===== src/rtl/pred_pkg.sv =====
package pred_pkg;

    typedef enum logic [2:0] {
        OP_NOP   = 3'd0,
        OP_IF    = 3'd1,
        OP_ELSE  = 3'd2,
        OP_ENDIF = 3'd3,
        OP_DATA  = 3'd4
    } op_e;

    typedef struct packed {
        logic push;
        logic pop;
        logic flip;
        logic data;
    } ctl_t;

    function automatic ctl_t decode_op(input logic [2:0] op);
        ctl_t c;
        c = '0;
        case (op)
            OP_IF:    c.push = 1'b1;
            OP_ELSE:  c.flip = 1'b1;
            OP_ENDIF: c.pop  = 1'b1;
            OP_DATA:  c.data = 1'b1;
            default:  c = '0;
        endcase
        return c;
    endfunction

endpackage


===== src/rtl/pred_decode.sv =====
module pred_decode
    import pred_pkg::*;
(
    input  logic [2:0] op_i,
    output ctl_t       ctl_o
);
    always_comb ctl_o = decode_op(op_i);
endmodule


===== src/rtl/pred_gate.sv =====
module pred_gate #(
    parameter int LANES = 16
) (
    input  logic             data_i,
    input  logic             forced_i,
    input  logic [LANES-1:0] en_i,
    output logic [LANES-1:0] gate_o
);
    for (genvar g = 0; g < LANES; g++) begin : g_lane
        assign gate_o[g] = data_i & (forced_i | en_i[g]);
    end
endmodule


===== src/rtl/pred_lane.sv =====
module pred_lane
    import pred_pkg::*;
#(
    parameter int DEPTH = 8,
    localparam int CW = $clog2(DEPTH + 1)
) (
    input  logic clk,
    input  logic rst,
    input  ctl_t ctl_i,
    input  logic cond_i,
    output logic en_o,
    output logic ovf_o,
    output logic unf_o
);
    logic [DEPTH-1:0] bits_q, bits_d;
    logic [CW-1:0]    cnt_q, cnt_d;
    logic             ovf_q, ovf_d, unf_q, unf_d;
    logic             full, empty, lower_ok;

    // Mask of the n lowest stack positions.
    function automatic logic [DEPTH-1:0] held_mask(input logic [CW-1:0] n);
        logic [DEPTH-1:0] m;
        m = '0;
        for (int i = 0; i < DEPTH; i++)
            if (CW'(i) < n) m[i] = 1'b1;
        return m;
    endfunction

    assign full     = (cnt_q == CW'(DEPTH));
    assign empty    = (cnt_q == '0);
    assign en_o     = &(bits_q | ~held_mask(cnt_q));
    assign lower_ok = &(bits_q | ~held_mask(cnt_q - CW'(1)));

    always_comb begin
        bits_d = bits_q;
        cnt_d  = cnt_q;
        ovf_d  = ovf_q;
        unf_d  = unf_q;
        if (ctl_i.push) begin
            if (full) begin
                ovf_d = 1'b1;
            end else begin
                for (int i = 0; i < DEPTH; i++)
                    if (CW'(i) == cnt_q) bits_d[i] = cond_i;
                cnt_d = cnt_q + CW'(1);
            end
        end else if (ctl_i.pop) begin
            if (empty) unf_d = 1'b1;
            else       cnt_d = cnt_q - CW'(1);
        end else if (ctl_i.flip && !empty && lower_ok) begin
            for (int i = 0; i < DEPTH; i++)
                if (CW'(i) == cnt_q - CW'(1)) bits_d[i] = ~bits_q[i];
        end
    end

    always_ff @(posedge clk) begin
        if (rst) begin
            bits_q <= '0;
            cnt_q  <= '0;
            ovf_q  <= 1'b0;
            unf_q  <= 1'b0;
        end else begin
            bits_q <= bits_d;
            cnt_q  <= cnt_d;
            ovf_q  <= ovf_d;
            unf_q  <= unf_d;
        end
    end

    assign ovf_o = ovf_q;
    assign unf_o = unf_q;

    a_r2_push_grows: assert property (@(posedge clk) disable iff (rst)
        (ctl_i.push && !full) |=> (cnt_q == $past(cnt_q) + CW'(1)));
    a_r3_pop_shrinks: assert property (@(posedge clk) disable iff (rst)
        (ctl_i.pop && !empty) |=> (cnt_q == $past(cnt_q) - CW'(1)));
    a_r4_outer_off_kept: assert property (@(posedge clk) disable iff (rst)
        (ctl_i.flip && !lower_ok) |=> $stable(bits_q));
    a_r7_full_push_holds: assert property (@(posedge clk) disable iff (rst)
        (ctl_i.push && full) |=> ($stable(bits_q) && $stable(cnt_q) && ovf_q));
    a_r7_ovf_sticky: assert property (@(posedge clk) disable iff (rst)
        ovf_q |=> ovf_q);
    a_r8_empty_pop_stays: assert property (@(posedge clk) disable iff (rst)
        (ctl_i.pop && empty) |=> (cnt_q == '0 && unf_q));
    a_r8_unf_sticky: assert property (@(posedge clk) disable iff (rst)
        unf_q |=> unf_q);
    a_r1_empty_enabled: assert property (@(posedge clk) disable iff (rst)
        empty |-> en_o);
endmodule


===== src/rtl/pred_stack_top.sv =====
module pred_stack_top
    import pred_pkg::*;
#(
    parameter int LANES = 16,
    parameter int DEPTH = 8
) (
    input  logic             clk,
    input  logic             rst,
    input  logic [2:0]       op_i,
    input  logic [LANES-1:0] cond_i,
    input  logic             forced_i,
    output logic [LANES-1:0] lane_en_o,
    output logic [LANES-1:0] wr_gate_o,
    output logic [LANES-1:0] ovf_o,
    output logic [LANES-1:0] unf_o
);
    ctl_t ctl;

    pred_decode u_dec (
        .op_i  (op_i),
        .ctl_o (ctl)
    );

    for (genvar g = 0; g < LANES; g++) begin : g_lane
        pred_lane #(.DEPTH(DEPTH)) u_lane (
            .clk    (clk),
            .rst    (rst),
            .ctl_i  (ctl),
            .cond_i (cond_i[g]),
            .en_o   (lane_en_o[g]),
            .ovf_o  (ovf_o[g]),
            .unf_o  (unf_o[g])
        );
    end

    pred_gate #(.LANES(LANES)) u_gate (
        .data_i   (ctl.data),
        .forced_i (forced_i),
        .en_i     (lane_en_o),
        .gate_o   (wr_gate_o)
    );

    a_r6_gate_idle: assert property (@(posedge clk) disable iff (rst)
        (op_i != OP_DATA) |-> (wr_gate_o == '0));
    a_r6_forced_open: assert property (@(posedge clk) disable iff (rst)
        (op_i == OP_DATA && forced_i) |-> (&wr_gate_o));
    a_r10_idle_stable: assert property (@(posedge clk) disable iff (rst)
        (op_i == OP_NOP || op_i > OP_DATA) |=> ($stable(lane_en_o) && $stable(ovf_o) && $stable(unf_o)));
endmodule


===== config.mk =====
export PLATFORM = sky130hd
export DESIGN_NAME = pred_stack_top
export DESIGN_NICKNAME = d
export VERILOG_FILES = /design/src/rtl/pred_pkg.sv /design/src/rtl/pred_decode.sv /design/src/rtl/pred_gate.sv /design/src/rtl/pred_lane.sv /design/src/rtl/pred_stack_top.sv
export SDC_FILE = /design/constraint.sdc
export NUM_CORES = 1
export LEC_CHECK = 0
export BUFFER_PORTS_ARGS = -buffer_cell sky130_fd_sc_hd__buf_2
export CORE_MARGIN = 4
export CORE_UTILIZATION = 40
export DETAILED_ROUTE_END_ITERATION = 6
export PLACE_DENSITY = 0.57
export SYNTH_ARGS = -nofsm -noshare
export SYNTH_HDL_FRONTEND = slang
export SYNTH_SLANG_ARGS = --single-unit

===== constraint.sdc =====
create_clock -name clk -period 6.98 [get_ports clk]
set_input_delay 0 -clock clk [delete_from_list [all_inputs] [get_ports clk]]
set_output_delay 0 -clock clk [all_outputs]
set_load 0.01 [all_outputs]

==> flow_metrics.py <==
metrics = {
    "status": {
        "status": "completed",
    },
    "synth": {
        "synth.avg_cell_area_sq_um": 7.308,
        "synthTopCellsByArea": "dfxtp_1, ha_1, a21oi_1",
        "synth_area_leader_cell": "dfxtp_1",
        "synth_edf_count": 0,
        "syn_nets": 2747,
        "yosysMostFrequentCell": "nor2_1",
        "ys_seq_elements": 224,
        "seq_area_frac_synth_pct": 23.43,
        "synth_area_sq_mm": 0.01914,
        "yosysWarnings": 0,
        "netlist_top_cells_count": "nor2_1, a21oi_1, dfxtp_1",
        "synth_cell_types": 89,
        "netlist_instances": 2619,
        "synth_top_area_share_pct": 23.43,
        "synth_ff_type": "dfxtp_1",
        "synth-async-reset-ratio_pct": 0,
    },
    "critical_path": {
        "worstPathRequired_ns": 7.44,
        "cp-start-kind": "register",
        "critPathCaptureType": "register",
        "r2r-start": "g_lane[3].u_lane.cnt_q[0]",
        "slowest_stage": "nor2b_1",
        "slowest_delay_ns": 0.62,
        "critPathMaxFanout": 12,
        "crit_chain": "inv_1 > ha_1 > nor2b_1 > a21oi_1 > o311ai_0 > a41oi_1 > a2bb2oi_1 > nand2b_1 > o311a_1",
        "reg2reg_depth": 9,
        "path_class": "register to register",
        "r2r_end": "g_lane[3].u_lane.bits_q[3]",
        "r2r_slack_ns": 3.44,
        "critPathArrivalTime_ns": 3.99,
    },
    "clock_tree": {
        "clockBufferDepth": 3,
        "cts_tree": "built",
        "h-tree-depth": 1,
        "cts.sinks": 224,
        "path_clk_slew_ns": 0.05,
        "insertion_delay_ns": 0.58,
        "numCtsBuffers": 31,
        "cts_root_buffer": "clkbuf_16",
    },
    "grt": {
        "grt_pass1_vias": 18049,
        "busiest_layer": "met2",
        "overflow": 0,
        "track_usage_pct": 21.63,
        "grt_pass1_wl_um": 94230,
        "grt_max_degree": 72,
        "grt_use_met2_pct": 34.42,
        "grt_antenna_before_repair": 3,
        "grt_util_met3_pct": 4.039,
        "grtUsageMet1_pct": 29.95,
    },
    "power": {
        "ir_drop_v": 0.0001981,
        "cellPowerDensity_mw_per_mm2": 221.3,
        "leakagePower_nw": 7.593,
        "seqPwrFrac_pct": 33.5,
        "p_comb_share_pct": 33.8,
        "switching_share_pct": 38.68,
        "netSwitchingPower_mw": 1.758,
        "total_power_mw": 4.545,
        "p_int_mw": 2.787,
        "p_clk_share_pct": 32.7,
    },
    "timing": {
        "slew_headroom_pct": 19.83,
        "setup_viol": 0,
        "rsz0062_at_grt": "false",
        "fin_tns_setup_ns": 0,
        "fmax_ghz": 0.2828,
        "worst_pin_slew_ns": 1.184,
        "fin_crit_ns": 3.536,
        "hold_violations": 0,
        "finalMaxSlewViolations": 0,
        "finalCritPeriodShare_pct": 50.66,
        "fin_worst_skew_ns": 0.01866,
    },
    "floorplanning": {
        "coreArea_sq_mm": 0.04695,
        "dieArea_sq_mm": 0.05142,
        "start_util_pct": 40.77,
        "die_y_um": 226.8,
        "row_count": 79,
        "num_io_pins": 86,
        "die_w_um": 226.8,
    },
    "routing": {
        "wl_per_cell_um": 18.56,
        "drc": 0,
        "drtIter0Drc": 2375,
        "via_per_inst": 6.191,
        "vias": 19624,
        "wl_um": 58820,
        "drt-pass1-iter-count": 6,
        "drtAntennaViolNets": 0,
    },
    "cells_and_area": {
        "area_growth_pct": 7.308,
        "n_fill_cell": 4719,
        "multi_input_area_sq_mm": 0.01324,
        "seq_area_sq_mm": 0.004484,
        "drive_gt1_share_pct": 7.842,
        "nets": 2669,
        "antennaDiodeCount": 0,
        "final-instance-count-excl-fill": 3170,
    },
    "job": {
        "maxCapViolCount": 0,
    },
    "place": {
        "hpwl_um": 39540,
        "gp_congestion": 0.9239,
        "placedCellCount": 3099,
        "io_buffers": 85,
    },
    "hold_path": {
        "holdCritStartpoint": "cond_i[5]",
        "hold_class": "primary input to register",
        "holdPathEnd": "g_lane[5].u_lane.bits_q[7]",
        "whs_path_depth": 3,
    },
}
-- cell usage in the layout, fill, tap and decap left out, types with 17 or more instances in the layout --
cell type / count
buf_4: 17
ha_1: 106
nor2_1: 267
nor2b_1: 54
a311oi_1: 52
and3_1: 28
o21ai_0: 149
a32oi_1: 20
nor3_1: 60
o21a_1: 30
nand3_1: 66
a21oi_1: 235
xor2_1: 26
xnor2_1: 66
clkbuf_16: 31
nand2_1: 206
o311ai_0: 22
a21boi_0: 19
nand2b_1: 43
a31oi_1: 95
o31ai_1: 81
inv_1: 99
o311a_1: 20
buf_2: 84
dfxtp_1: 224
and2_1: 55
nand4_1: 20
a21o_1: 17
-- logic make-up (layout without fill, tap and decap cells) --
group	after synthesis	after routing	share of synthesized area (%)
AOI/OAI and AO/OA	967	967	34.73
xor gates and xnor gates	92	92	4.210
adders and majority gates	106	106	6.929
buffers and inverters	332	276	7.576
DFF	224	224	23.43
muxes	6	6	0.3268
and+or+nand+nor	892	892	22.80
-- power groups by stage --
stage / combinational [mW] / sequential (mW) / clock [mW]
3_3_place_gp: 1.50 / 1.54 / 0
4_1_cts: 1.51 / 1.52 / 1.54
3_5_place_dp: 1.50 / 1.54 / 0
5_1_grt: 1.70 / 1.54 / 1.58
6_report: 1.53 / 1.52 / 1.49
2_1_floorplan: 1.29 / 1.41 / 0
-- through the flow --
step	hold WS (ns)	worst slack, ns	utilization, %	area, sq um
after detailed placement	0.3804	3.515	41.38	19430
after global placement	0.3806	3.702	41.38	19430
after global routing	0.06421	3.030	43.75	20540
after CTS	0.001477	3.354	43.75	20540
after floorplan	0.1414	4.087	-	19140
final	0.04499	3.444	43.75	20540
-- per-layer routing --
metal  routed length, um  vias up
met2               25960      761
met4                1669        4
met3                4104      101
met5                  32        -
met1               27060     9224
li1                    -     9534
-- sequential cells by signal, summed over array words and instances, names as in the netlist --
name / count
g_lane.u_lane.ovf_o: 16
g_lane.u_lane.cnt_q: 64
g_lane.u_lane.bits_q: 128
g_lane.u_lane.unf_o: 16
-- final cells by class --
| cell class | instances | share of cell area (%) |
|---|---|---|
| multi-input cells | 2063 | 64.45 |
| flip-flops and latches | 224 | 21.83 |
| clock buffers | 45 | 4.228 |
| repair buffers | 118 | 3.503 |
| clock inverters | 10 | 0.4081 |
| inverters | 103 | 1.882 |
| well taps | 607 | 3.698 |
-- worst max path at each step --
stage / depth (start not counted) / from / endpoint / slack, ns
floorplan: 11 / g_lane[0].u_lane.cnt_q[0] / g_lane[0].u_lane.bits_q[7] / 4.09
global placement: 8 / op_i[1] / g_lane[12].u_lane.bits_q[5] / 3.70
detailed placement: 9 / g_lane[3].u_lane.cnt_q[0] / g_lane[3].u_lane.bits_q[3] / 3.51
CTS: 10 / g_lane[13].u_lane.cnt_q[1] / wr_gate_o[13] / 3.35
global route: 10 / g_lane[13].u_lane.cnt_q[1] / wr_gate_o[13] / 3.03
finish: 9 / g_lane[3].u_lane.cnt_q[0] / g_lane[3].u_lane.bits_q[3] / 3.44
-- worst max-delay path, delay by kind of cell (launching register included) --
family	cells	cell delay (ns)
AO/OA/AOI/OAI	5	1.42
AND/OR/NAND/NOR	2	0.97
flip-flops	1	0.42
adder cells (fa/ha/maj)	1	0.41
buffers and inverters	1	0.20
-- timing repair --
item	4_1_cts	5_1_grt
gates resized for setup	0	0
setup buffers	0	0
hold buffers	16	0
hold endpoints to repair	99	0
Note: power is estimated with default switching activity, not from simulation.
